### src/rtl/serctl_pkg.sv
package serctl_pkg;
  localparam int REG_W     = 8;
  localparam int NUM_REGS  = 5;
  localparam int ADDR_W    = 5;
  localparam int HDR_W     = 3;
  localparam int FRAME_W   = HDR_W + ADDR_W + REG_W;
  localparam logic [HDR_W-1:0] HDR_OK = 3'b011; // chip code 01, write bit 1

  // Power-down value of each register
  function automatic logic [REG_W-1:0] reg_default(input int idx);
    case (idx)
      0:       return 8'h8B;
      1:       return 8'h02;
      2:       return 8'h00;
      default: return 8'hFF;
    endcase
  endfunction

  // Bits that can hold a 1; the rest are forced to zero on write
  function automatic logic [REG_W-1:0] reg_mask(input int idx);
    case (idx)
      0:       return 8'h9F;
      2:       return 8'h04;
      default: return 8'hFF;
    endcase
  endfunction
endpackage

### src/rtl/serctl_sync.sv
module serctl_sync #(
  parameter int N      = 3,
  parameter int STAGES = 2
) (
  input  logic         clk,
  input  logic         rst_n,
  input  logic [N-1:0] async_i,
  output logic [N-1:0] sync_o
);
  logic [N-1:0] stg [STAGES];

  always_ff @(posedge clk or negedge rst_n) begin
    if (!rst_n) stg[0] <= '1;
    else        stg[0] <= async_i;
  end

  for (genvar s = 1; s < STAGES; s++) begin : g_stage
    always_ff @(posedge clk or negedge rst_n) begin
      if (!rst_n) stg[s] <= '1;
      else        stg[s] <= stg[s-1];
    end
  end

  assign sync_o = stg[STAGES-1];
endmodule

### src/rtl/serctl_shift.sv
module serctl_shift #(
  parameter int FRAME_W = 16,
  parameter int CNT_W   = $clog2(FRAME_W + 2)
) (
  input  logic               clk,
  input  logic               rst_n,
  input  logic               clr,
  input  logic               bit_stb,
  input  logic               bit_val,
  output logic [FRAME_W-1:0] frame_o,
  output logic [CNT_W-1:0]   cnt_o
);
  localparam logic [CNT_W-1:0] CNT_MAX = CNT_W'(FRAME_W + 1);

  always_ff @(posedge clk or negedge rst_n) begin
    if (!rst_n) begin
      frame_o <= '0;
      cnt_o   <= '0;
    end else if (clr) begin
      frame_o <= '0;
      cnt_o   <= '0;
    end else if (bit_stb) begin
      frame_o <= {frame_o[FRAME_W-2:0], bit_val};
      // saturate just past a full frame so overlong frames stay invalid
      cnt_o   <= (cnt_o == CNT_MAX) ? cnt_o : cnt_o + 1'b1;
    end
  end
endmodule

### src/rtl/serctl_regs.sv
module serctl_regs
  import serctl_pkg::*;
#(
  parameter int NREG   = NUM_REGS,
  parameter int DW     = REG_W,
  parameter int AW     = ADDR_W
) (
  input  logic           clk,
  input  logic           rst_n,
  input  logic           pdn_n,
  input  logic           we,
  input  logic [AW-1:0]  waddr,
  input  logic [DW-1:0]  wdata,
  output logic [NREG*DW-1:0] img_o
);
  for (genvar g = 0; g < NREG; g++) begin : g_reg
    logic [DW-1:0] q;
    always_ff @(posedge clk or negedge rst_n) begin
      if (!rst_n)                           q <= reg_default(g);
      else if (!pdn_n)                      q <= reg_default(g);
      else if (we && waddr == AW'(g))       q <= wdata & reg_mask(g);
    end
    assign img_o[g*DW +: DW] = q;
  end
endmodule

### src/rtl/serctl_regport.sv
module serctl_regport
  import serctl_pkg::*;
(
  input  logic       clk,
  input  logic       rst_n,
  input  logic       pdn_n,
  input  logic       mclk_ok,
  input  logic       csn_i,
  input  logic       sclk_i,
  input  logic       sdat_i,
  output logic       auto_clk_en,
  output logic [2:0] fmt_sel,
  output logic       pwr_on,
  output logic       tim_run,
  output logic       zdet_en,
  output logic       zdet_and,
  output logic       slow_roll,
  output logic [1:0] speed_sel,
  output logic [1:0] deemph_sel,
  output logic       soft_mute,
  output logic       zflag_inv,
  output logic [7:0] att_left,
  output logic [7:0] att_right
);
  localparam int CNT_W = $clog2(FRAME_W + 2);
  localparam int IMG_W = NUM_REGS * REG_W;

  // pin index: 0 serial clock, 1 select, 2 data
  logic [2:0] pin_s;
  logic [1:0] edge_q;
  logic       sclk_rise, csn_rise, csn_hi;

  serctl_sync #(.N(3), .STAGES(2)) u_sync (
    .clk(clk), .rst_n(rst_n),
    .async_i({sdat_i, csn_i, sclk_i}),
    .sync_o(pin_s)
  );

  always_ff @(posedge clk or negedge rst_n) begin
    if (!rst_n) edge_q <= 2'b11;
    else        edge_q <= pin_s[1:0];
  end

  assign csn_hi    = pin_s[1];
  assign sclk_rise = pin_s[0] & ~edge_q[0] & ~csn_hi;
  assign csn_rise  = pin_s[1] & ~edge_q[1];

  logic [FRAME_W-1:0] frame;
  logic [CNT_W-1:0]   bit_cnt;

  serctl_shift #(.FRAME_W(FRAME_W), .CNT_W(CNT_W)) u_shift (
    .clk(clk), .rst_n(rst_n),
    .clr(csn_hi | ~pdn_n),
    .bit_stb(sclk_rise),
    .bit_val(pin_s[2]),
    .frame_o(frame),
    .cnt_o(bit_cnt)
  );

  // named frame events for the checker
  logic [ADDR_W-1:0] wr_addr;
  logic [REG_W-1:0]  wr_data;
  logic              hdr_good, len_good, addr_good, frame_ok, wr_commit;

  assign wr_addr   = frame[REG_W +: ADDR_W];
  assign wr_data   = frame[REG_W-1:0];
  assign hdr_good  = frame[FRAME_W-1 -: HDR_W] == HDR_OK;
  assign len_good  = bit_cnt == CNT_W'(FRAME_W);
  assign addr_good = wr_addr < ADDR_W'(NUM_REGS);
  assign frame_ok  = hdr_good & len_good & addr_good;
  assign wr_commit = csn_rise & frame_ok & pdn_n & mclk_ok;

  logic [IMG_W-1:0] img;

  serctl_regs #(.NREG(NUM_REGS), .DW(REG_W), .AW(ADDR_W)) u_regs (
    .clk(clk), .rst_n(rst_n), .pdn_n(pdn_n),
    .we(wr_commit), .waddr(wr_addr), .wdata(wr_data),
    .img_o(img)
  );

  // field decode
  assign auto_clk_en = img[7];
  assign fmt_sel     = img[4:2];
  assign pwr_on      = img[1];
  assign tim_run     = img[0];
  assign zdet_en     = img[15];
  assign zdet_and    = img[14];
  assign slow_roll   = img[13];
  assign speed_sel   = img[12:11];
  assign deemph_sel  = img[10:9];
  assign soft_mute   = img[8];
  assign zflag_inv   = img[18];
  assign att_left    = img[31:24];
  assign att_right   = img[39:32];
endmodule

### config.mk
export PLATFORM = sky130hd
export DESIGN_NAME = serctl_regport
export DESIGN_NICKNAME = d
export VERILOG_FILES = /design/src/rtl/serctl_pkg.sv /design/src/rtl/serctl_sync.sv /design/src/rtl/serctl_shift.sv /design/src/rtl/serctl_regs.sv /design/src/rtl/serctl_regport.sv
export SDC_FILE = /design/constraint.sdc
export NUM_CORES = 1
export LEC_CHECK = 0
export BUFFER_PORTS_ARGS = -buffer_cell sky130_fd_sc_hd__buf_2
export CORE_MARGIN = 10
export CORE_UTILIZATION = 50
export CTS_CLUSTER_DIAMETER = 120
export CTS_CLUSTER_SIZE = 10
export DETAILED_ROUTE_END_ITERATION = 8
export PLACE_DENSITY = 0.71
export SYNTH_ARGS = -nofsm -noshare
export SYNTH_HDL_FRONTEND = slang
export SYNTH_SLANG_ARGS = --single-unit
### constraint.sdc
create_clock -name clk -period 2.16 [get_ports clk]
set_clock_uncertainty 0.15 [all_clocks]
set_input_delay 0.432 -clock clk [delete_from_list [all_inputs] [get_ports clk]]
set_output_delay 0.432 -clock clk [all_outputs]
set_load 0.005 [all_outputs]
==> qor.csv <==
metric,value,unit
synth-edff-count,0,
power.density_cell_area,704,nW/µm²
critical_path.slowest_cell,dfrtp_1,
drt_first_iter_violations,63,
critical_path.reg2reg.startpoint,u_shift.cnt_o[0]$_DFFE_PN0P_,
clk_pin_slew,0.07,ns
finalCritPeriodShare,92.9,%
min_path_type,input pin to register,
max-clock-path-buffers,2,
outcome,finished clean,
power_leakage,1.40,nW
cts-root-buf,clkbuf_8,
fin_nets,295,
post_route_cells_drive_above_1_share,34.1,%
globalRoute.totalOverflow,0,
critPathLaunchType,register,
grt_max_degree,43,
antenna_found_initial,0,
drt_first_pass_iters,5,
placementRows,26,
critical_path_class,register to register,
worst-path-buf-inv,2,
cts_buffer_count,9,
start_util,52.0,%
grt_first_pass_wirelength,9.19,mm
worst-endpoint-required,2.28,ns
synth.yosys.seq_area_share,57.5,%
synth_async_sr_flop_share,100,%
timing.final.hold_violations,0,
timing.hold.worst.start,csn_i,
globalRouteTotalUtil,13.3,%
cp_cell_sequence,inv_1 > ha_1 > nor3b_1 > nand4_2 > nor3_4 > buf_12 > mux2i_1,
synth_top_flop_cell,dfrtp_1,
syn_inst,238,
nFillCells,443,
timing.hold.ws,0.0380,ns
timing.hold.worst_path_depth,1,
x_dimension_of_the_die,93.1,µm
yosysUniqueCellTypes,30,
post-dp-hpwl,3.66,mm
relSlewSlack,67.3,%
worst_slack_after_detailed_placement,0.0548,ns
port_buffers,37,
io-pin-count,38,
largest_cells_by_area_after_synthesis,"dfrtp_1, dfstp_2, mux2i_1, nor2b_1, nand2_1",
worstMarginPinSlew,0.485,ns
synthesized_cell_area,2670,µm²
power.ir.vdd_worst,471,µV
reg2reg_to,u_regs.g_reg[0].q[3]$_DFFE_PN1P_,
tritoncts_clock_tree,built,
timing.fmax,0.499,GHz
final_period_minus_worst_setup_slack,2.01,ns
die_height,93.1,µm
synth_seq_cells,60,
synth_area_leader_cell,dfrtp_1,
timing_max_transition_violations_final,0,
drt_drc_violations_left,0,
fin_tns_setup,0,ns
syn_to_final_growth,19.9,%
maxCapViolations,0,
wire_per_inst,14.8,µm
ys_warn_count,0,
worstSetupEndpointType,register,
synth_area_per_cell,11.2,µm²
arrival_time_at_the_worst_endpoint,2.13,ns
design.die.area,8670,µm²
vias_in_the_first_global_route,1888,
via_count,1798,
antenna_cells,0,
worst_r2r_path_depth,7,
crit_family,simple AND/OR/NAND/NOR gates,
synth.top_cell.area_share,29.0,%
final_gp_congestion,0.727,
setup_failing_eps_final,0,
critical_path_peak_fanout,6,
core-area,5140,µm²
final.setup.worst_slack,0.154,ns
ff2ff_setup_slack,0.15,ns
nets_in_the_synthesized_netlist,248,
worstSkewPairLatency,0.34,ns
timing.hold.worst_endpoint,u_sync.stg[4]$_DFF_PN1_,
antenna_violating_nets_post_route,0,
ctsHtreeMaxLevel,3,
routed_wirelength,5.31,mm
cts_num_sinks,60,
cpPeakStageDelay,0.44,ns
rsz0062_at_grt,false,
via_per_inst,4.99,
[cell usage in the layout, fill, tap and decap left out, types with 2 or more instances in the layout]
master	n
xor2_1	2
buf_4	7
dfstp_2	29
nand2b_1	3
clkinv_2	2
mux2i_1	29
ha_1	3
nand4_2	3
nand2_1	47
nor2_1	5
and4b_1	2
dfrtp_1	31
nand4_1	2
clkbuf_8	11
inv_1	8
buf_2	37
buf_12	2
nor2b_1	30
a21oi_1	18
nor3b_1	2
nor3_4	2
[synthesized netlist by cell type, types with 2 or more instances]
| cell | number |
|---|---|
| nand4_2 | 3 |
| nor3_4 | 2 |
| inv_1 | 8 |
| and4b_1 | 2 |
| dfstp_2 | 29 |
| mux2i_1 | 29 |
| dfrtp_1 | 31 |
| nor3b_1 | 2 |
| nor2b_1 | 30 |
| ha_1 | 3 |
| xor2_1 | 2 |
| nand2b_1 | 3 |
| clkbuf_1 | 9 |
| nand4_1 | 2 |
| nand2_1 | 47 |
| nor2_1 | 5 |
| a21oi_1 | 18 |
[power breakdown]
part,internal [mW],leakage [nW],switching (mW)
combinational,0.0311,0.557,0.0600
clock,0.592,0.102,0.430
sequential,1.14,0.738,0.00479
[through the flow]
stage	total power [mW]	cells	cell area, µm²	utilization, %
after CTS	2.29	359	3180	61.9
final	2.26	360	3210	62.4
after floorplan	1.21	238	2670	-
after global placement	1.26	342	2970	57.8
after global routing	2.34	360	3210	62.4
after detailed placement	1.26	342	2970	57.8
[repair_timing]
action                                  4_1_cts  5_1_grt
hold buffers                                  1        0
buffers inserted                              0        1
hold endpoints to repair                      4        0
endpoints found under the setup margin        0       14
resized for setup                             0        2
[how the worst max path moves through the flow]
stage | slack, ns | cells past startpoint | to | start
2_1_floorplan | 0.29 | 6 | u_regs.g_reg[1].q[1]$_DFFE_PN1P_ | u_shift.cnt_o[0]$_DFFE_PN0P_
3_3_place_gp | 0.14 | 6 | u_regs.g_reg[3].q[3]$_DFFE_PN1P_ | u_shift.cnt_o[0]$_DFFE_PN0P_
3_5_place_dp | 0.05 | 6 | u_regs.g_reg[3].q[1]$_DFFE_PN1P_ | u_shift.cnt_o[0]$_DFFE_PN0P_
4_1_cts | 0.03 | 6 | u_regs.g_reg[3].q[5]$_DFFE_PN1P_ | u_shift.cnt_o[0]$_DFFE_PN0P_
5_1_grt | 0.02 | 7 | u_regs.g_reg[0].q[3]$_DFFE_PN1P_ | u_shift.cnt_o[0]$_DFFE_PN0P_
6_report | 0.15 | 7 | u_regs.g_reg[0].q[3]$_DFFE_PN1P_ | u_shift.cnt_o[0]$_DFFE_PN0P_
[logic make-up after synthesis]
| kind of cell | after synthesis | synth area share, % |
|---|---|---|
| compound gates | 21 | 4.12 |
| xor+xnor | 3 | 0.983 |
| fa+ha+maj | 3 | 1.40 |
| buf+inv | 19 | 2.95 |
| flops | 60 | 57.5 |
| mux | 30 | 11.4 |
| simple gates | 102 | 21.6 |
[state kept, by name, indices dropped and copies added, names as in the netlist]
| signal | count |
|---|---|
| u_shift.frame_o | 16 |
| u_sync.sync_o | 3 |
| edge_q | 2 |
| u_regs.g.q | 31 |
| u_shift.cnt_o | 5 |
| u_sync.stg | 3 |
[final cells by class]
cell class	instances	area, µm²	share of cell area (%)
Clock inverter	4	47.5	1.48
Sequential cell	60	1540	48.0
Timing Repair Buffer	47	288	8.98
Clock buffer	12	155	4.84
Tap cell	70	87.6	2.73
Inverter	8	30.0	0.937
Multi-Input combinational cell	159	1060	33.1
[per-layer routing]
| layer | vias up | track usage, % | wire, µm |
|---|---|---|---|
| li1 | 876 | - | - |
| met3 | 13 | 5.20 | 327 |
| met2 | 39 | 20.6 | 2470 |
| met4 | 0 | 6.17 | 110 |
| met5 | - | 0 | 0 |
| met1 | 870 | 16.0 | 2410 |
No activity file was read; power rests on OpenSTA's default activity.
